==> config.mk <==
export PLATFORM = sky130hd
export DESIGN_NAME = nmi_source_ctrl
export DESIGN_NICKNAME = d
export VERILOG_FILES = /design/src/rtl/nmi_pkg.sv /design/src/rtl/nmi_rst_sync.sv /design/src/rtl/nmi_pin_edge.sv /design/src/rtl/nmi_flag_bank.sv /design/src/rtl/nmi_req_merge.sv /design/src/rtl/nmi_source_ctrl.sv
export SDC_FILE = /design/constraint.sdc
export NUM_CORES = 1
export LEC_CHECK = 0
export BUFFER_PORTS_ARGS = -buffer_cell sky130_fd_sc_hd__buf_2
export CORE_UTILIZATION = 35
export CTS_CLUSTER_SIZE = 12
export DETAILED_ROUTE_END_ITERATION = 8
export PLACE_DENSITY = 0.73
export SLEW_MARGIN = 20
export SYNTH_ARGS = -nofsm -noshare
export SYNTH_HDL_FRONTEND = slang
export SYNTH_SLANG_ARGS = --single-unit
export TNS_END_PERCENT = 30
==> constraint.sdc <==
create_clock -name clk -period 1 [get_ports clk]
set_input_delay 0.05 -clock clk [delete_from_list [all_inputs] [get_ports clk]]
set_output_delay 0.05 -clock clk [all_outputs]
set_load 0.05 [all_outputs]
==> src/rtl/nmi_pkg.sv <==
package nmi_pkg;
  localparam int NMI_SRC_N = 3;
  localparam int IDX_PIN   = 0;
  localparam int IDX_OSC   = 1;
  localparam int IDX_FLASH = 2;
endpackage

==> src/rtl/nmi_rst_sync.sv <==
module nmi_rst_sync #(
  parameter int STAGES = 2
) (
  input  logic clk,
  input  logic rst_n_in,
  output logic rst_n_out
);
  logic [STAGES-1:0] sync_q;
  logic [STAGES-1:0] sync_nxt;

  always_comb begin
    sync_nxt = {sync_q[STAGES-2:0], 1'b1};
  end

  always_ff @(posedge clk or negedge rst_n_in) begin
    if (!rst_n_in) sync_q <= '0;
    else           sync_q <= sync_nxt;
  end

  assign rst_n_out = sync_q[STAGES-1];
endmodule

==> src/rtl/nmi_pin_edge.sv <==
module nmi_pin_edge (
  input  logic clk,
  input  logic rst_n,
  input  logic pin_level,
  input  logic nmi_mode,
  input  logic edge_sel,
  output logic edge_evt
);
  // Polarity-folded sample: a select change looks like a level change.
  logic cur_x;
  logic prev_x_q;
  logic prev_x_nxt;

  assign cur_x = pin_level ^ edge_sel;

  always_comb begin
    prev_x_nxt = cur_x;
  end

  always_ff @(posedge clk or negedge rst_n) begin
    if (!rst_n) prev_x_q <= 1'b0;
    else        prev_x_q <= prev_x_nxt;
  end

  assign edge_evt = nmi_mode & cur_x & ~prev_x_q;
endmodule

==> src/rtl/nmi_flag_bank.sv <==
module nmi_flag_bank #(
  parameter int N     = 3,
  parameter int REG_W = 8
) (
  input  logic             clk,
  input  logic             rst_n,
  input  logic [N-1:0]     set_evt,
  input  logic             wr_en,
  input  logic             wr_sel,
  input  logic [REG_W-1:0] wr_data,
  input  logic             accept,
  output logic [N-1:0]     flags,
  output logic [N-1:0]     enables
);
  localparam int HI_W = REG_W - N;

  logic wr_flags;
  logic wr_enables;
  logic unused_hi;

  assign wr_flags   = wr_en & ~wr_sel;
  assign wr_enables = wr_en &  wr_sel;
  assign unused_hi  = ^wr_data[REG_W-1 -: HI_W];

  for (genvar i = 0; i < N; i++) begin : g_src
    logic flag_q, flag_nxt, flag_ld;
    logic en_q, en_nxt, en_ld;

    // Flag: new event wins over a software clear in the same cycle.
    always_comb begin
      flag_ld  = wr_flags | set_evt[i];
      flag_nxt = set_evt[i] | (wr_flags ? wr_data[i] : flag_q);
    end

    always_ff @(posedge clk or negedge rst_n) begin
      if (!rst_n)       flag_q <= 1'b0;
      else if (flag_ld) flag_q <= flag_nxt;
    end

    // Enable: acceptance wins over a software write in the same cycle.
    always_comb begin
      en_ld  = accept | wr_enables;
      en_nxt = accept ? 1'b0 : wr_data[i];
    end

    always_ff @(posedge clk or negedge rst_n) begin
      if (!rst_n)     en_q <= 1'b0;
      else if (en_ld) en_q <= en_nxt;
    end

    assign flags[i]   = flag_q;
    assign enables[i] = en_q;
  end
endmodule

==> src/rtl/nmi_req_merge.sv <==
module nmi_req_merge #(
  parameter int          N        = 3,
  parameter int          VEC_W    = 16,
  parameter logic [15:0] VEC_ADDR = 16'hFFFC
) (
  input  logic [N-1:0]     flags,
  input  logic [N-1:0]     enables,
  output logic             nmi_req,
  output logic [VEC_W-1:0] nmi_vector
);
  logic [N-1:0] pending;

  assign pending    = flags & enables;
  assign nmi_req    = |pending;
  assign nmi_vector = nmi_req ? VEC_W'(VEC_ADDR) : '0;
endmodule

==> src/rtl/nmi_source_ctrl.sv <==
module nmi_source_ctrl
  import nmi_pkg::*;
#(
  parameter int          REG_W       = 8,
  parameter int          VEC_W       = 16,
  parameter logic [15:0] VEC_ADDR    = 16'hFFFC,
  parameter int          SYNC_STAGES = 2
) (
  input  logic                 clk,
  input  logic                 rst_n,
  input  logic                 pin_level,
  input  logic                 pin_nmi_mode,
  input  logic                 edge_falling,
  input  logic                 osc_fault_pulse,
  input  logic                 flash_viol_pulse,
  input  logic                 nmi_accept,
  input  logic                 reg_wr_en,
  input  logic                 reg_wr_sel,
  input  logic [REG_W-1:0]     reg_wr_data,
  output logic                 nmi_req,
  output logic [VEC_W-1:0]     nmi_vector,
  output logic [NMI_SRC_N-1:0] flag_rd,
  output logic [NMI_SRC_N-1:0] enable_rd
);
  logic                 rst_sync_n;
  logic                 pin_evt;
  logic [NMI_SRC_N-1:0] set_evt;

  nmi_rst_sync #(.STAGES(SYNC_STAGES)) u_rst (
    .clk       (clk),
    .rst_n_in  (rst_n),
    .rst_n_out (rst_sync_n)
  );

  nmi_pin_edge u_edge (
    .clk       (clk),
    .rst_n     (rst_sync_n),
    .pin_level (pin_level),
    .nmi_mode  (pin_nmi_mode),
    .edge_sel  (edge_falling),
    .edge_evt  (pin_evt)
  );

  assign set_evt[IDX_PIN]   = pin_evt;
  assign set_evt[IDX_OSC]   = osc_fault_pulse;
  assign set_evt[IDX_FLASH] = flash_viol_pulse;

  nmi_flag_bank #(.N(NMI_SRC_N), .REG_W(REG_W)) u_bank (
    .clk     (clk),
    .rst_n   (rst_sync_n),
    .set_evt (set_evt),
    .wr_en   (reg_wr_en),
    .wr_sel  (reg_wr_sel),
    .wr_data (reg_wr_data),
    .accept  (nmi_accept),
    .flags   (flag_rd),
    .enables (enable_rd)
  );

  nmi_req_merge #(.N(NMI_SRC_N), .VEC_W(VEC_W), .VEC_ADDR(VEC_ADDR)) u_merge (
    .flags      (flag_rd),
    .enables    (enable_rd),
    .nmi_req    (nmi_req),
    .nmi_vector (nmi_vector)
  );
endmodule

==> results of run 1 <==
[cell type report]
cell class	count	area [um2]	area share
Multi-Input combinational cell	22	168	0.169
Timing Repair inverter	1	11.3	0.0113
Timing Repair Buffer	47	527	0.530
Tap cell	16	20.0	0.0202
Inverter	1	16.3	0.0164
Clock buffer	4	26.3	0.0264
Sequential cell	9	225	0.227
[timing repair]
| item | 4_1_cts | 5_1_grt |
|---|---|---|
| hold endpoints to repair | 8 | 0 |
| buffers inserted | 0 | 3 |
| hold buffers | 5 | 0 |
| gates cloned | 0 | 1 |
| resized for setup | 10 | 78 |
| setup endpoints to repair | 21 | 22 |
| pin swaps | 0 | 1 |
[per-layer routing]
| layer | GRT usage | wire length [um] | up-vias |
|---|---|---|---|
| met1 | 0.147 | 430 | 208 |
| met5 | 0 | 0 | - |
| met4 | 0.0563 | 0 | 0 |
| met3 | 0.0388 | 98 | 0 |
| li1 | - | - | 215 |
| met2 | 0.249 | 706 | 28 |
[sequential cells by signal (all words and copies together) (netlist names)]
name,cells
u_edge.prev_x_q,1
u_bank.g_src.flag_q,3
u_bank.g_src.en_q,3
u_rst.sync_q,2
[worst max-delay path, cell delays in order (launching register included)]
cell and delay (ns):
dfrtp_1 0.38, a222oi_1 0.34, buf_4 0.19, buf_12 0.11
inv_12 0.05, buf_12 0.14
[cells by family after synthesis]
kind of cell,Yosys count,synth area share
buffers and inverters,25,0.328
DFF,9,0.393
other,2,0.0131
AOI/OAI and AO/OA,10,0.144
xor gates and xnor gates,1,0.0153
and+or+nand+nor,8,0.107
[power breakdown]
part / switching, mW / internal [mW] / total (mW)
Clock: 0.114 / 0.153 / 0.267
Combinational: 0.468 / 0.369 / 0.837
Sequential: 0.0173 / 0.390 / 0.407
Total: 0.600 / 0.912 / 1.51
[final timing paths]
kind / startpoint / endpoint / slack (ns) / depth (start not counted)
min in group asynchronous: u_rst.sync_q[1]$_DFF_PN0_ / u_edge.prev_x_q$_DFF_PN0_ / 0.10 / 0
worst max-delay path: u_bank.g_src[1].flag_q$_DFFE_PN0P_ / nmi_vector[3] / -0.51 / 5
worst min register to register: u_rst.sync_q[1]$_DFF_PN0_ / u_edge.prev_x_q$_DFF_PN0_ / 0.10 / 0
max in group asynchronous: u_rst.sync_q[1]$_DFF_PN0_ / u_bank.g_src[1].flag_q$_DFFE_PN0P_ / 0.69 / 0
worst max register to register: u_bank.g_src[0].flag_q$_DFFE_PN0P_ / u_bank.g_src[0].flag_q$_DFFE_PN0P_ / 0.05 / 2
worst min-delay path: reg_wr_data[2] / u_bank.g_src[2].en_q$_DFFE_PN0P_ / 0.05 / 3
[Yosys cell counts, drive strengths merged]
master / number
buf: 24
dfrtp: 9
a21bo: 3
a21oi: 3
and3b: 3
nand3: 3
a211o: 2
conb: 2
a221o: 1
a222oi: 1
inv: 1
nand2b: 1
nor2b: 1
xor2: 1
[per-stage QoR]
step / setup TNS (ns) / hold WS, ns / cells / setup WS [ns]
2_1_floorplan: -2.64 / -0.246 / 56 / -0.188
3_3_place_gp: -2.63 / -0.163 / 87 / -0.176
3_5_place_dp: -3.24 / -0.162 / 87 / -0.217
4_1_cts: -7.39 / 0.0447 / 96 / -0.494
5_1_grt: -9.55 / 0.0620 / 100 / -0.633
6_report: -7.68 / 0.0494 / 100 / -0.515
==> results.ini, run 1 <==
[outcome]
status=finished, violations left
violations=negative setup slack

[run]
drv_cap=0

[worst_setup_path]
cp-start-kind=flop
cp_max_fo=8
worst-endpoint-required_ns=0.95
endpoint_kind=output port
critPathKind=reg2out
crit_arrival_ns=1.46

[finish]
layout_commonest_cell=buf_2
layout-drive-gt1-share=0.619
final_nets=103
fin_area_um2=993
synthToLayoutAreaGrowth_pct=73.4
final_cell_mix=buf_2, buf_12, dfrtp_1
fillCellCount=122
antenna_cells=0
fin_util=0.652

[sta]
setup_viol=15
finClkSkew_ns=0.00253
slew_viol_final=0
period_share=1.51
fin_crit_ns=1.51
rsz0062_at_grt=true
finalHoldViolations=0
finalWorstSetupSlack_ns=-0.515
clock.fmax_mhz=660

[power_and_ir_drop]
power_mw=1.51
powerDensity_nw_per_um2=1520
ir_worst_vdd_mv=0.966
power.leakage_nw=0.487

[clock_tree]
cts_buffers=3
cts_tree=done
h-tree-depth=1
clkLatencyLatePin_ns=0.25
root_buffer=clkbuf_4
path_clk_slew_ns=0.05
clockBufferDepth=2
cts.sinks=9

[placement]
io_buffers=33
gp_congestion=0.773
dp_hpwl_um=816
place_area_um2=637

[grt]
grt_pass1_wl_um=1790
antenna_found_initial=0
grt_use_total=0.137
overflow=0
grt_pass1_vias=404
grt_max_degree=16

[worst_hold_path]
hold_path_class=in2reg

[floorplanning]
std_cell_rows=14
start_util=0.376
die_y_um=42.5
core_um2=1520
die_w_um=42.5
ioPinCount=41
die_area_um2=1800

[drt]
routed-via-count=451
wl_per_cell_um=12.4
dr.pass1.iters=4
drt-initial-drc-count=13
routed_wirelength_um=1240
ant_nets=0
viasPerCell=4.51
drc=0

[logic_synthesis]
synth_cell_type_count=15
yosysTopAreaCell=dfrtp_1
synth.area.top_cells=dfrtp_1, buf_4, a21bo_2
ys_ff_latch=9
syn_inst=55
syn_area_um2=573
yosysWarnings=0
synth_area_per_cell_um2=10.4
seq_area_frac_synth=0.393
yosysTopAreaCellShare=0.393

Power figures use the tool's default switching activity.
==> run 2, diff against run 1 <==
RECOVER_POWER = 25   (was not set)
==> results.ini, run 2 (synthesized netlist as in run 1, its figures left out) <==
[outcome]
status=finished, violations left
violations=negative setup slack

[worst_setup_path]
r2r_cells=2
worst-endpoint-required_ns=0.95
cp_max_fo=8
critPathKind=reg2out
cp-start-kind=flop
endpoint_kind=output port
crit_arrival_ns=1.46

[worst_hold_path]
hold_path_class=in2reg
whs_path_depth=3

[finish]
final_cell_mix=buf_2, buf_12, dfrtp_1
fin_cells=100
fin_util=0.651
final_nets=103
largestRegisters=u_bank.g_src.en_q x3, u_bank.g_src.flag_q x3, u_rst.sync_q x2
layout_commonest_cell=buf_2
fillCellCount=123
layout-drive-gt1-share=0.607
synthToLayoutAreaGrowth_pct=73.1
antenna_cells=0
fin_area_um2=992

[power_and_ir_drop]
power_mw=1.51
ir_worst_vdd_mv=0.966
power.leakage_nw=0.484
powerDensity_nw_per_um2=1520

[floorplanning]
ioPinCount=41
std_cell_rows=14
die_area_um2=1800
start_util=0.376
core_um2=1520
die_y_um=42.5
die_w_um=42.5

[clock_tree]
root_buffer=clkbuf_4
path_clk_slew_ns=0.05
cts_buffers=3
cts.sinks=9
cts_tree=done
h-tree-depth=1
clockBufferDepth=2
clkLatencyLatePin_ns=0.25

[grt]
grt_pass1_wl_um=1790
antenna_found_initial=0
overflow=0
grtUsageMet2=0.249
grt_busiest_layer=met2
grt_util_met1=0.147
grt_pass1_vias=404
met3_usage=0.0388
grt_max_degree=16
grt_use_total=0.137

[placement]
dp.cells=87
place_ws_ns=-0.217
place_area_um2=637
dp_hpwl_um=816
io_buffers=33
gp_congestion=0.773

[sta]
slew_viol_final=0
finalHoldViolations=0
finClkSkew_ns=0.00253
fin_crit_ns=1.51
whs_ns=0.0494
finalSetupTns_ns=-7.68
rsz0062_at_grt=true
clock.fmax_mhz=660
finalWorstSetupSlack_ns=-0.515
setup_viol=15
period_share=1.51

[drt]
drt-initial-drc-count=13
viasPerCell=4.53
wl_per_cell_um=12.3
routed_wirelength_um=1230
dr.pass1.iters=4
routed-via-count=453
ant_nets=0
drc=0

[run]
drv_cap=0

[run 2: where the power goes]
part | total [mW] | switching, mW | internal [mW]
clock | 0.267 | 0.114 | 0.153
sequential | 0.407 | 0.0173 | 0.390
combinational | 0.836 | 0.468 | 0.368
total | 1.51 | 0.600 | 0.911
[run 2: worst paths after layout]
kind	start	endpoint	slack, ns
worst max-delay path	u_bank.g_src[1].flag_q$_DFFE_PN0P_	nmi_vector[3]	-0.51
worst min-delay path	reg_wr_data[2]	u_bank.g_src[2].en_q$_DFFE_PN0P_	0.05
min in group asynchronous	u_rst.sync_q[1]$_DFF_PN0_	u_edge.prev_x_q$_DFF_PN0_	0.10
max in group asynchronous	u_rst.sync_q[1]$_DFF_PN0_	u_bank.g_src[1].flag_q$_DFFE_PN0P_	0.69
worst min register to register	u_rst.sync_q[1]$_DFF_PN0_	u_edge.prev_x_q$_DFF_PN0_	0.10
worst max register to register	u_bank.g_src[0].flag_q$_DFFE_PN0P_	u_bank.g_src[0].flag_q$_DFFE_PN0P_	0.05
[run 2: final cells by class]
class,instances,area [um2],area share
timing repair buffer,47,526,0.530
sequential,9,225,0.227
multi-input combinational,22,168,0.169
clock buffer,4,26.3,0.0265
tap,16,20.0,0.0202
inverter,1,16.3,0.0164
timing repair inverter,1,11.3,0.0113
[run 2: repair_timing]
item                       in CTS  in global routing
pin swaps                       0                  1
setup endpoints to repair      21                 22
resized for setup              10                 78
cloned                          0                  1
setup buffers                   0                  3
hold endpoints to repair        8                  0
hold buffers                    5                  0
[run 2: layer usage]
metal	routed length (um)	vias to the layer above
met5	0	-
met4	0	0
met3	98	0
met2	708	28
met1	425	210
li1	-	215
[run 2: critical path: stages, from the launching register on]
cell and delay (ns):
dfrtp_1 0.38, a222oi_1 0.34, buf_4 0.19, buf_12 0.11
inv_12 0.05, buf_12 0.14
